===== src/rtl/lus_pkg.sv =====
package lus_pkg;
    // bit positions inside the control bundle; the detector decodes bit 0
    localparam int unsigned CTL_MEM_RD    = 0;
    localparam int unsigned CTL_MEM_WR    = 1;
    localparam int unsigned CTL_REG_WR    = 2;
    localparam int unsigned CTL_MEM2REG   = 3;
    localparam int unsigned CTL_MIN_WIDTH = 4;
    // number of decode source fields compared against the load destination
    localparam int unsigned NUM_SRC       = 2;
endpackage


===== src/rtl/lus_hazard_detect.sv =====
module lus_hazard_detect #(
    parameter int unsigned REG_W = 5,
    parameter int unsigned CTL_W = 4
) (
    input  logic             clk,
    input  logic             rst,
    input  logic [CTL_W-1:0] ex_ctl_i,
    input  logic [REG_W-1:0] ex_dst_i,
    input  logic [REG_W-1:0] dec_src_a_i,
    input  logic [REG_W-1:0] dec_src_b_i,
    output logic             stall_o
);
    import lus_pkg::*;

    localparam int unsigned NSRC = NUM_SRC;

    logic [NSRC-1:0][REG_W-1:0] src_fields;
    logic [NSRC-1:0]            src_hit;
    logic                       ex_is_load;
    logic                       dst_nonzero;

    always_comb begin
        src_fields[0] = dec_src_a_i;
        src_fields[1] = dec_src_b_i;
    end

    for (genvar g = 0; g < NSRC; g++) begin : g_src_cmp
        always_comb src_hit[g] = (src_fields[g] == ex_dst_i);
    end

    always_comb begin
        ex_is_load  = ex_ctl_i[CTL_MEM_RD];
        dst_nonzero = (ex_dst_i != '0);
        stall_o     = ex_is_load && dst_nonzero && (|src_hit);
    end

    // a load matching the first decode source must stall
    assert_stall_on_src_a_R1: assert property (@(posedge clk) disable iff (rst)
        (ex_ctl_i[0] && ex_dst_i != '0 && ex_dst_i == dec_src_a_i) |-> stall_o);
    // a load matching the second decode source must stall
    assert_stall_on_src_b_R1: assert property (@(posedge clk) disable iff (rst)
        (ex_ctl_i[0] && ex_dst_i != '0 && ex_dst_i == dec_src_b_i) |-> stall_o);
    // a register-0 destination never stalls
    assert_no_stall_reg0_R2: assert property (@(posedge clk) disable iff (rst)
        (ex_dst_i == '0) |-> !stall_o);
    // only loads stall
    assert_no_stall_nonload_R3: assert property (@(posedge clk) disable iff (rst)
        !ex_ctl_i[0] |-> !stall_o);
endmodule


===== src/rtl/lus_stall_ctrl.sv =====
module lus_stall_ctrl (
    input  logic stall_i,
    output logic pc_we_o,
    output logic dec_we_o,
    output logic ctl_zero_o
);
    always_comb begin
        pc_we_o    = !stall_i;
        dec_we_o   = !stall_i;
        ctl_zero_o = stall_i;
    end

    // both enables drop together and only with the bubble request
    always_comb begin
        assert_enables_match_R8: assert (pc_we_o == dec_we_o);
        assert_bubble_vs_enable_R8: assert (ctl_zero_o != pc_we_o);
    end
endmodule


===== src/rtl/lus_pipe_regs.sv =====
module lus_pipe_regs #(
    parameter int unsigned           REG_W    = 5,
    parameter int unsigned           CTL_W    = 4,
    parameter int unsigned           PC_W     = 32,
    parameter int unsigned           PC_STEP  = 4,
    parameter logic [PC_W-1:0]       RESET_PC = '0
) (
    input  logic             clk,
    input  logic             rst,
    input  logic             pc_we_i,
    input  logic             dec_we_i,
    input  logic             ctl_zero_i,
    input  logic [REG_W-1:0] fetch_src_a_i,
    input  logic [REG_W-1:0] fetch_src_b_i,
    input  logic [CTL_W-1:0] fetch_ctl_i,
    output logic [PC_W-1:0]  pc_o,
    output logic [REG_W-1:0] dec_src_a_o,
    output logic [REG_W-1:0] dec_src_b_o,
    output logic [CTL_W-1:0] dec_ctl_o,
    output logic [REG_W-1:0] ex_dst_o,
    output logic [CTL_W-1:0] ex_ctl_o,
    output logic [CTL_W-1:0] mem_ctl_o
);
    localparam logic [PC_W-1:0] STEP = PC_W'(PC_STEP);

    typedef struct packed {
        logic [PC_W-1:0]  pc;
        logic [REG_W-1:0] dec_src_a;
        logic [REG_W-1:0] dec_src_b;
        logic [CTL_W-1:0] dec_ctl;
        logic [REG_W-1:0] ex_dst;
        logic [CTL_W-1:0] ex_ctl;
        logic [CTL_W-1:0] mem_ctl;
    } pipe_state_t;

    pipe_state_t st_d, st_q;

    always_comb begin
        st_d = st_q;
        if (pc_we_i) begin
            st_d.pc = st_q.pc + STEP;
        end
        if (dec_we_i) begin
            st_d.dec_src_a = fetch_src_a_i;
            st_d.dec_src_b = fetch_src_b_i;
            st_d.dec_ctl   = fetch_ctl_i;
        end
        st_d.ex_dst  = st_q.dec_src_b;
        st_d.ex_ctl  = ctl_zero_i ? '0 : st_q.dec_ctl;
        st_d.mem_ctl = st_q.ex_ctl;
        if (rst) begin
            st_d    = '0;
            st_d.pc = RESET_PC;
        end
    end

    always_ff @(posedge clk) begin
        st_q <= st_d;
    end

    always_comb begin
        pc_o        = st_q.pc;
        dec_src_a_o = st_q.dec_src_a;
        dec_src_b_o = st_q.dec_src_b;
        dec_ctl_o   = st_q.dec_ctl;
        ex_dst_o    = st_q.ex_dst;
        ex_ctl_o    = st_q.ex_ctl;
        mem_ctl_o   = st_q.mem_ctl;
    end

    // the counter holds over a stall and steps otherwise
    assert_pc_hold_R4: assert property (@(posedge clk) disable iff (rst)
        !pc_we_i |=> pc_o == $past(pc_o));
    assert_pc_step_R4: assert property (@(posedge clk) disable iff (rst)
        pc_we_i |=> pc_o == $past(pc_o) + STEP);
    // decode contents frozen over a stall
    assert_dec_hold_R5: assert property (@(posedge clk) disable iff (rst)
        !dec_we_i |=> $stable(dec_src_a_o) && $stable(dec_src_b_o) && $stable(dec_ctl_o));
    // the bubble carries no control
    assert_bubble_zero_R6: assert property (@(posedge clk) disable iff (rst)
        ctl_zero_i |=> ex_ctl_o == '0);
    // execute control advances into the memory stage
    assert_mem_follows_ex_R10: assert property (@(posedge clk) disable iff (rst)
        1'b1 |=> mem_ctl_o == $past(ex_ctl_o));
endmodule


===== src/rtl/load_use_stall_top.sv =====
module load_use_stall_top #(
    parameter int unsigned     REG_W    = 5,
    parameter int unsigned     CTL_W    = 4,
    parameter int unsigned     PC_W     = 32,
    parameter int unsigned     PC_STEP  = 4,
    parameter logic [PC_W-1:0] RESET_PC = '0
) (
    input  logic             clk,
    input  logic             rst,
    input  logic [REG_W-1:0] fetch_src_a,
    input  logic [REG_W-1:0] fetch_src_b,
    input  logic [CTL_W-1:0] fetch_ctl,
    output logic             pc_wr_en,
    output logic             dec_wr_en,
    output logic             hz_stall,
    output logic [PC_W-1:0]  pc,
    output logic [REG_W-1:0] dec_src_a,
    output logic [REG_W-1:0] dec_src_b,
    output logic [CTL_W-1:0] dec_ctl,
    output logic [REG_W-1:0] ex_dst,
    output logic [CTL_W-1:0] ex_ctl,
    output logic [CTL_W-1:0] mem_ctl
);
    import lus_pkg::*;

    if (CTL_W < CTL_MIN_WIDTH) begin : g_bad_ctl_w
        initial $error("CTL_W below minimum control width");
    end

    logic stall_raw;

    lus_hazard_detect #(.REG_W(REG_W), .CTL_W(CTL_W)) u_detect (
        .clk         (clk),
        .rst         (rst),
        .ex_ctl_i    (ex_ctl),
        .ex_dst_i    (ex_dst),
        .dec_src_a_i (dec_src_a),
        .dec_src_b_i (dec_src_b),
        .stall_o     (stall_raw)
    );

    lus_stall_ctrl u_ctrl (
        .stall_i    (stall_raw),
        .pc_we_o    (pc_wr_en),
        .dec_we_o   (dec_wr_en),
        .ctl_zero_o (hz_stall)
    );

    lus_pipe_regs #(
        .REG_W(REG_W), .CTL_W(CTL_W), .PC_W(PC_W),
        .PC_STEP(PC_STEP), .RESET_PC(RESET_PC)
    ) u_pipe (
        .clk           (clk),
        .rst           (rst),
        .pc_we_i       (pc_wr_en),
        .dec_we_i      (dec_wr_en),
        .ctl_zero_i    (hz_stall),
        .fetch_src_a_i (fetch_src_a),
        .fetch_src_b_i (fetch_src_b),
        .fetch_ctl_i   (fetch_ctl),
        .pc_o          (pc),
        .dec_src_a_o   (dec_src_a),
        .dec_src_b_o   (dec_src_b),
        .dec_ctl_o     (dec_ctl),
        .ex_dst_o      (ex_dst),
        .ex_ctl_o      (ex_ctl),
        .mem_ctl_o     (mem_ctl)
    );

    // the load leaves execute behind a bubble, so a stall never repeats
    assert_single_cycle_stall_R7: assert property (@(posedge clk) disable iff (rst)
        hz_stall |=> !hz_stall);
    // reset leaves no control anywhere in the modelled stages
    assert_reset_clear_R9: assert property (@(posedge clk)
        rst |=> (dec_ctl == '0 && ex_ctl == '0 && mem_ctl == '0 && pc == RESET_PC));
endmodule


===== config.mk =====
export PLATFORM = sky130hd
export DESIGN_NAME = load_use_stall_top
export DESIGN_NICKNAME = d
export VERILOG_FILES = /design/src/rtl/lus_pkg.sv /design/src/rtl/lus_hazard_detect.sv /design/src/rtl/lus_stall_ctrl.sv /design/src/rtl/lus_pipe_regs.sv /design/src/rtl/load_use_stall_top.sv
export SDC_FILE = /design/constraint.sdc
export NUM_CORES = 1
export LEC_CHECK = 0
export ABC_AREA = 0
export BUFFER_PORTS_ARGS = -buffer_cell sky130_fd_sc_hd__buf_4
export CORE_ASPECT_RATIO = 1.2
export CORE_UTILIZATION = 54
export DETAILED_ROUTE_END_ITERATION = 10
export PLACE_DENSITY_LB_ADDON = 0.08
export SKIP_CTS_REPAIR_TIMING = 1
export SLEW_MARGIN = 25
export SYNTH_ARGS = -nofsm -noshare
export SYNTH_HDL_FRONTEND = slang
export SYNTH_SLANG_ARGS = --single-unit

===== constraint.sdc =====
create_clock -name clk -period 6 [get_ports clk]
set_input_delay 0.3 -clock clk [delete_from_list [all_inputs] [get_ports clk]]
set_output_delay 0.3 -clock clk [all_outputs]
set_load 0.02 [all_outputs]

==> impl_metrics.csv <==
group,metric,value,unit
logic_synthesis,post_synth_num_cell_types,35,
routing,dr.pass1.iters,4,
hold_path,timing.hold.worst_path_depth,3,
logic_synthesis,synthTopCellsByArea,"sky130_fd_sc_hd__dfxtp_1, sky130_fd_sc_hd__xor2_1, sky130_fd_sc_hd__a21oi_1, sky130_fd_sc_hd__nand2_1, sky130_fd_sc_hd__nor2_1",
timing,max_freq,302,MHz
die,placementRows,26,
routing,wl,5340,um
hold_path,path_category_of_the_worst_min_delay_check,"in2reg",
finish,proportion_of_layout_cells_with_a_drive_suffix_above_1,27.5,%
critical_path,r2r_setup_slack,2.79,ns
finish,fin_cells,402,
logic_synthesis,synth_ff_type,"sky130_fd_sc_hd__dfxtp_1",
critical_path,crit-reg2reg-capture,"u_pipe.pc_o[26]",
die,core,4290,um2
critical_path,r2r.worst_path.cells,7,
clocking,cts-root-buf,"sky130_fd_sc_hd__clkbuf_8",
power_and_ir_drop,vdd.ir_drop.worst,167,uV
logic_synthesis,synth_edf_count,0,
routing,drcViolationCount,0,
critical_path,critical_path_type,"reg2out",
routing,via_count,2162,
logic_synthesis,post_synthesis_cell_area,2430,um2
logic_synthesis,postSynth.asyncResetShare,0,%
finish,syn2layout_area_growth,29.4,%
placed_design,place_congestion,0.891,
timing,timing.max_slew.rel_slack,46.8,%
hold_path,holdPathEnd,"u_pipe.dec_src_b_o[4]",
timing,number_of_pins_with_negative_max_slew_slack_in_the_final_report,0,
clocking,tritoncts,"built",
die,floorplan.die_area,4780,um2
logic_synthesis,synth_cells,275,
placed_design,half_perimeter_wire_length_after_detailed_placement,3600,um
critical_path,critPathLaunchType,"register",
die,die-height,75.6,um
global_route,grt_pass1_wl,8340,um
timing,post-route-period-util,55.2,%
finish,inserted_diodes,0,
die,top_level_ports,78,
global_route,antenna_violations_before_repair,0,
global_route,first_global_vias,1813,
critical_path,cpPeakStageDelay,0.65,ns
critical_path,timing.rr.start,"u_pipe.ex_dst_o[0]",
logic_synthesis,synth.yosys.seq_area_share,46.9,%
timing,fin_skew,0.00472,ns
logic_synthesis,yosys.area.top_type_share,46.9,%
routing,wl_met2,2540,um
global_route,grt.total_usage,23.0,%
hold_path,hold_path.startpoint,"fetch_src_b[4]",
routing,m1WireLength,2350,um
clocking,cts_inserted_buffers,9,
clocking,path_clk_slew,0.06,ns
routing,top_layer_used,"met4",
logic_synthesis,synth_most_common_cell,"sky130_fd_sc_hd__dfxtp_1",
logic_synthesis,synth-seq-cells,57,
die,dieWidth,63.3,um
clocking,cts.path.max_buffers,2,
clocking,clkLatencyLatePin,0.33,ns
routing,antenna_violating_nets_post_route,0,
timing,final-hold-violation-count,0,
power_and_ir_drop,power.share.combinational,10.1,%
routing,wire_per_inst,13.3,um
critical_path,worst-endpoint-required,5.70,ns
global_route,overflow,0,
global_route,grt_max_degree,58,
power_and_ir_drop,clock_power_share,39.9,%
critical_path,worstSetupEndpointType,"output pin",
routing,wl_met3,348,um
timing,final_period_minus_worst_setup_slack,3.31,ns
placed_design,numPlacedInstances,387,
power_and_ir_drop,p_per_area,255,nW/um2
finish,layout.nets,359,
job,max_cap_violations,0,
logic_synthesis,synth_warnings,0,
critical_path,worst_path_cell_chain,"xor2_1, nor3_1, a22oi_2, or2_1, inv_2, buf_4",
placed_design,placement.io_buffers,75,
power_and_ir_drop,p_switching,201,uW
die,start_util,56.7,%
finish,count_of_filler_cells_inserted_in_the_layout,351,
timing,setup_tns,0,ns
timing,worst_tran_pin_value,0.798,ns
critical_path,timing.critical_path.fanout_max,30,
logic_synthesis,synth_common_cells,"sky130_fd_sc_hd__dfxtp_1, sky130_fd_sc_hd__nand2_1, sky130_fd_sc_hd__a21oi_1, sky130_fd_sc_hd__xor2_1, sky130_fd_sc_hd__nor2_1",
logic_synthesis,synthesis.area_per_instance,8.85,um2
power_and_ir_drop,seq_power_share,50.0,%
power_and_ir_drop,sw_share,25.0,%
power_and_ir_drop,leakagePower,0.00138,uW
logic_synthesis,synth_largest_area_cell,"sky130_fd_sc_hd__dfxtp_1",
timing,timing.final.setup_violations,0,
critical_path,arrival,3.01,ns
clocking,cts_htree_levels,3,
routing,avgViaCountPerCell,5.38,
clocking,cts.sinks,57,
power_and_ir_drop,internal_power,602,uW
timing,rsz0062_at_grt,"false",
routing,detailedRoute.firstIterationViolations,118,
critical_path,critPathSlowestCell,"sky130_fd_sc_hd__or2_1",
status,outcome,"finished, final reports clean",
[cells in the final DEF, fill, tap and decap left out, types with 3 or more instances in the layout]
cell,count
sky130_fd_sc_hd__nand3_1,5
sky130_fd_sc_hd__and4_1,4
sky130_fd_sc_hd__or4_1,4
sky130_fd_sc_hd__nor2_1,20
sky130_fd_sc_hd__and2_1,5
sky130_fd_sc_hd__buf_4,75
sky130_fd_sc_hd__o211ai_1,7
sky130_fd_sc_hd__clkbuf_8,12
sky130_fd_sc_hd__nand4_1,3
sky130_fd_sc_hd__clkinv_2,3
sky130_fd_sc_hd__and3_1,7
sky130_fd_sc_hd__or3_1,7
sky130_fd_sc_hd__nor3b_1,4
sky130_fd_sc_hd__nor2b_1,9
sky130_fd_sc_hd__nand2_1,34
sky130_fd_sc_hd__dfxtp_1,57
sky130_fd_sc_hd__o2111ai_1,7
sky130_fd_sc_hd__a21oi_1,26
sky130_fd_sc_hd__o21ai_0,9
sky130_fd_sc_hd__xor2_1,26
sky130_fd_sc_hd__o31ai_1,4
[flip-flops by register name, summed over array words and instances, names as in the netlist]
register,cells
u_pipe.pc_o,30
u_pipe.dec_src_a_o,5
u_pipe.dec_src_b_o,5
u_pipe.ex_dst_o,5
u_pipe.dec_ctl_o,4
u_pipe.ex_ctl_o,4
u_pipe.mem_ctl_o,4
[final cells by class]
type | count | area, um2 | share of cell area [%]
Clock buffer | 12 | 165 | 5.24
Multi-Input combinational cell | 196 | 1180 | 37.6
Sequential cell | 57 | 1140 | 36.2
Timing Repair Buffer | 75 | 563 | 17.9
Clock inverter | 3 | 15.0 | 0.477
Inverter | 3 | 11.3 | 0.357
Tap cell | 56 | 70.1 | 2.22
[worst max path at each step]
stage	from	to	slack, ns
global placement	u_pipe.ex_dst_o[0]	u_pipe.pc_o[30]	2.95
floorplan	u_pipe.ex_dst_o[1]	pc_wr_en	3.61
finish	u_pipe.ex_dst_o[0]	hz_stall	2.69
detailed placement	u_pipe.ex_dst_o[0]	u_pipe.pc_o[26]	2.87
CTS	u_pipe.ex_dst_o[0]	hz_stall	2.71
global route	u_pipe.ex_dst_o[1]	hz_stall	2.47
[cells by family after synthesis]
group,after synthesis,synth area share [%]
AOI/OAI and AO/OA,57,14.8
other,1,0.154
adders and majority gates,1,0.514
buffers and inverters,23,4.62
and+or+nand+nor,108,23.0
xor gates and xnor gates,28,10.1
DFF,57,46.9
[critical path: cells and delay by family (launching register included)]
kind	cells	cell delay, ns
buf+inv	2	0.67
simple gates	2	0.72
compound gates	1	0.64
flops	1	0.46
xor+xnor	1	0.18
[stage by stage]
step	cell area [um2]	total power, uW	hold slack (ns)	setup WS, ns	utilization [%]
6_report	3150	803	0.223	2.69	73.4
5_1_grt	3150	832	0.219	2.47	73.4
4_1_cts	3150	810	0.217	2.71	73.4
3_5_place_dp	2970	491	0.455	2.87	69.2
3_3_place_gp	2970	490	0.448	2.95	69.2
2_1_floorplan	2440	459	0.440	3.61	-
[power by group through the flow]
stage          Combinational (uW)  Clock, uW  Sequential [uW]
2_1_floorplan                37.9          0              421
3_3_place_gp                 80.3          0              409
3_5_place_dp                 81.4          0              410
4_1_cts                      81.7        327              402
5_1_grt                      88.7        340              403
6_report                     81.4        320              402
[routing by layer]
layer | GRT usage [%] | vias to the layer above
met4 | 12.1 | 0
met2 | 37.8 | 78
li1 | - | 1080
met1 | 28.2 | 995
met3 | 5.84 | 9
met5 | 0 | -
(Power assumes the default switching activity.)
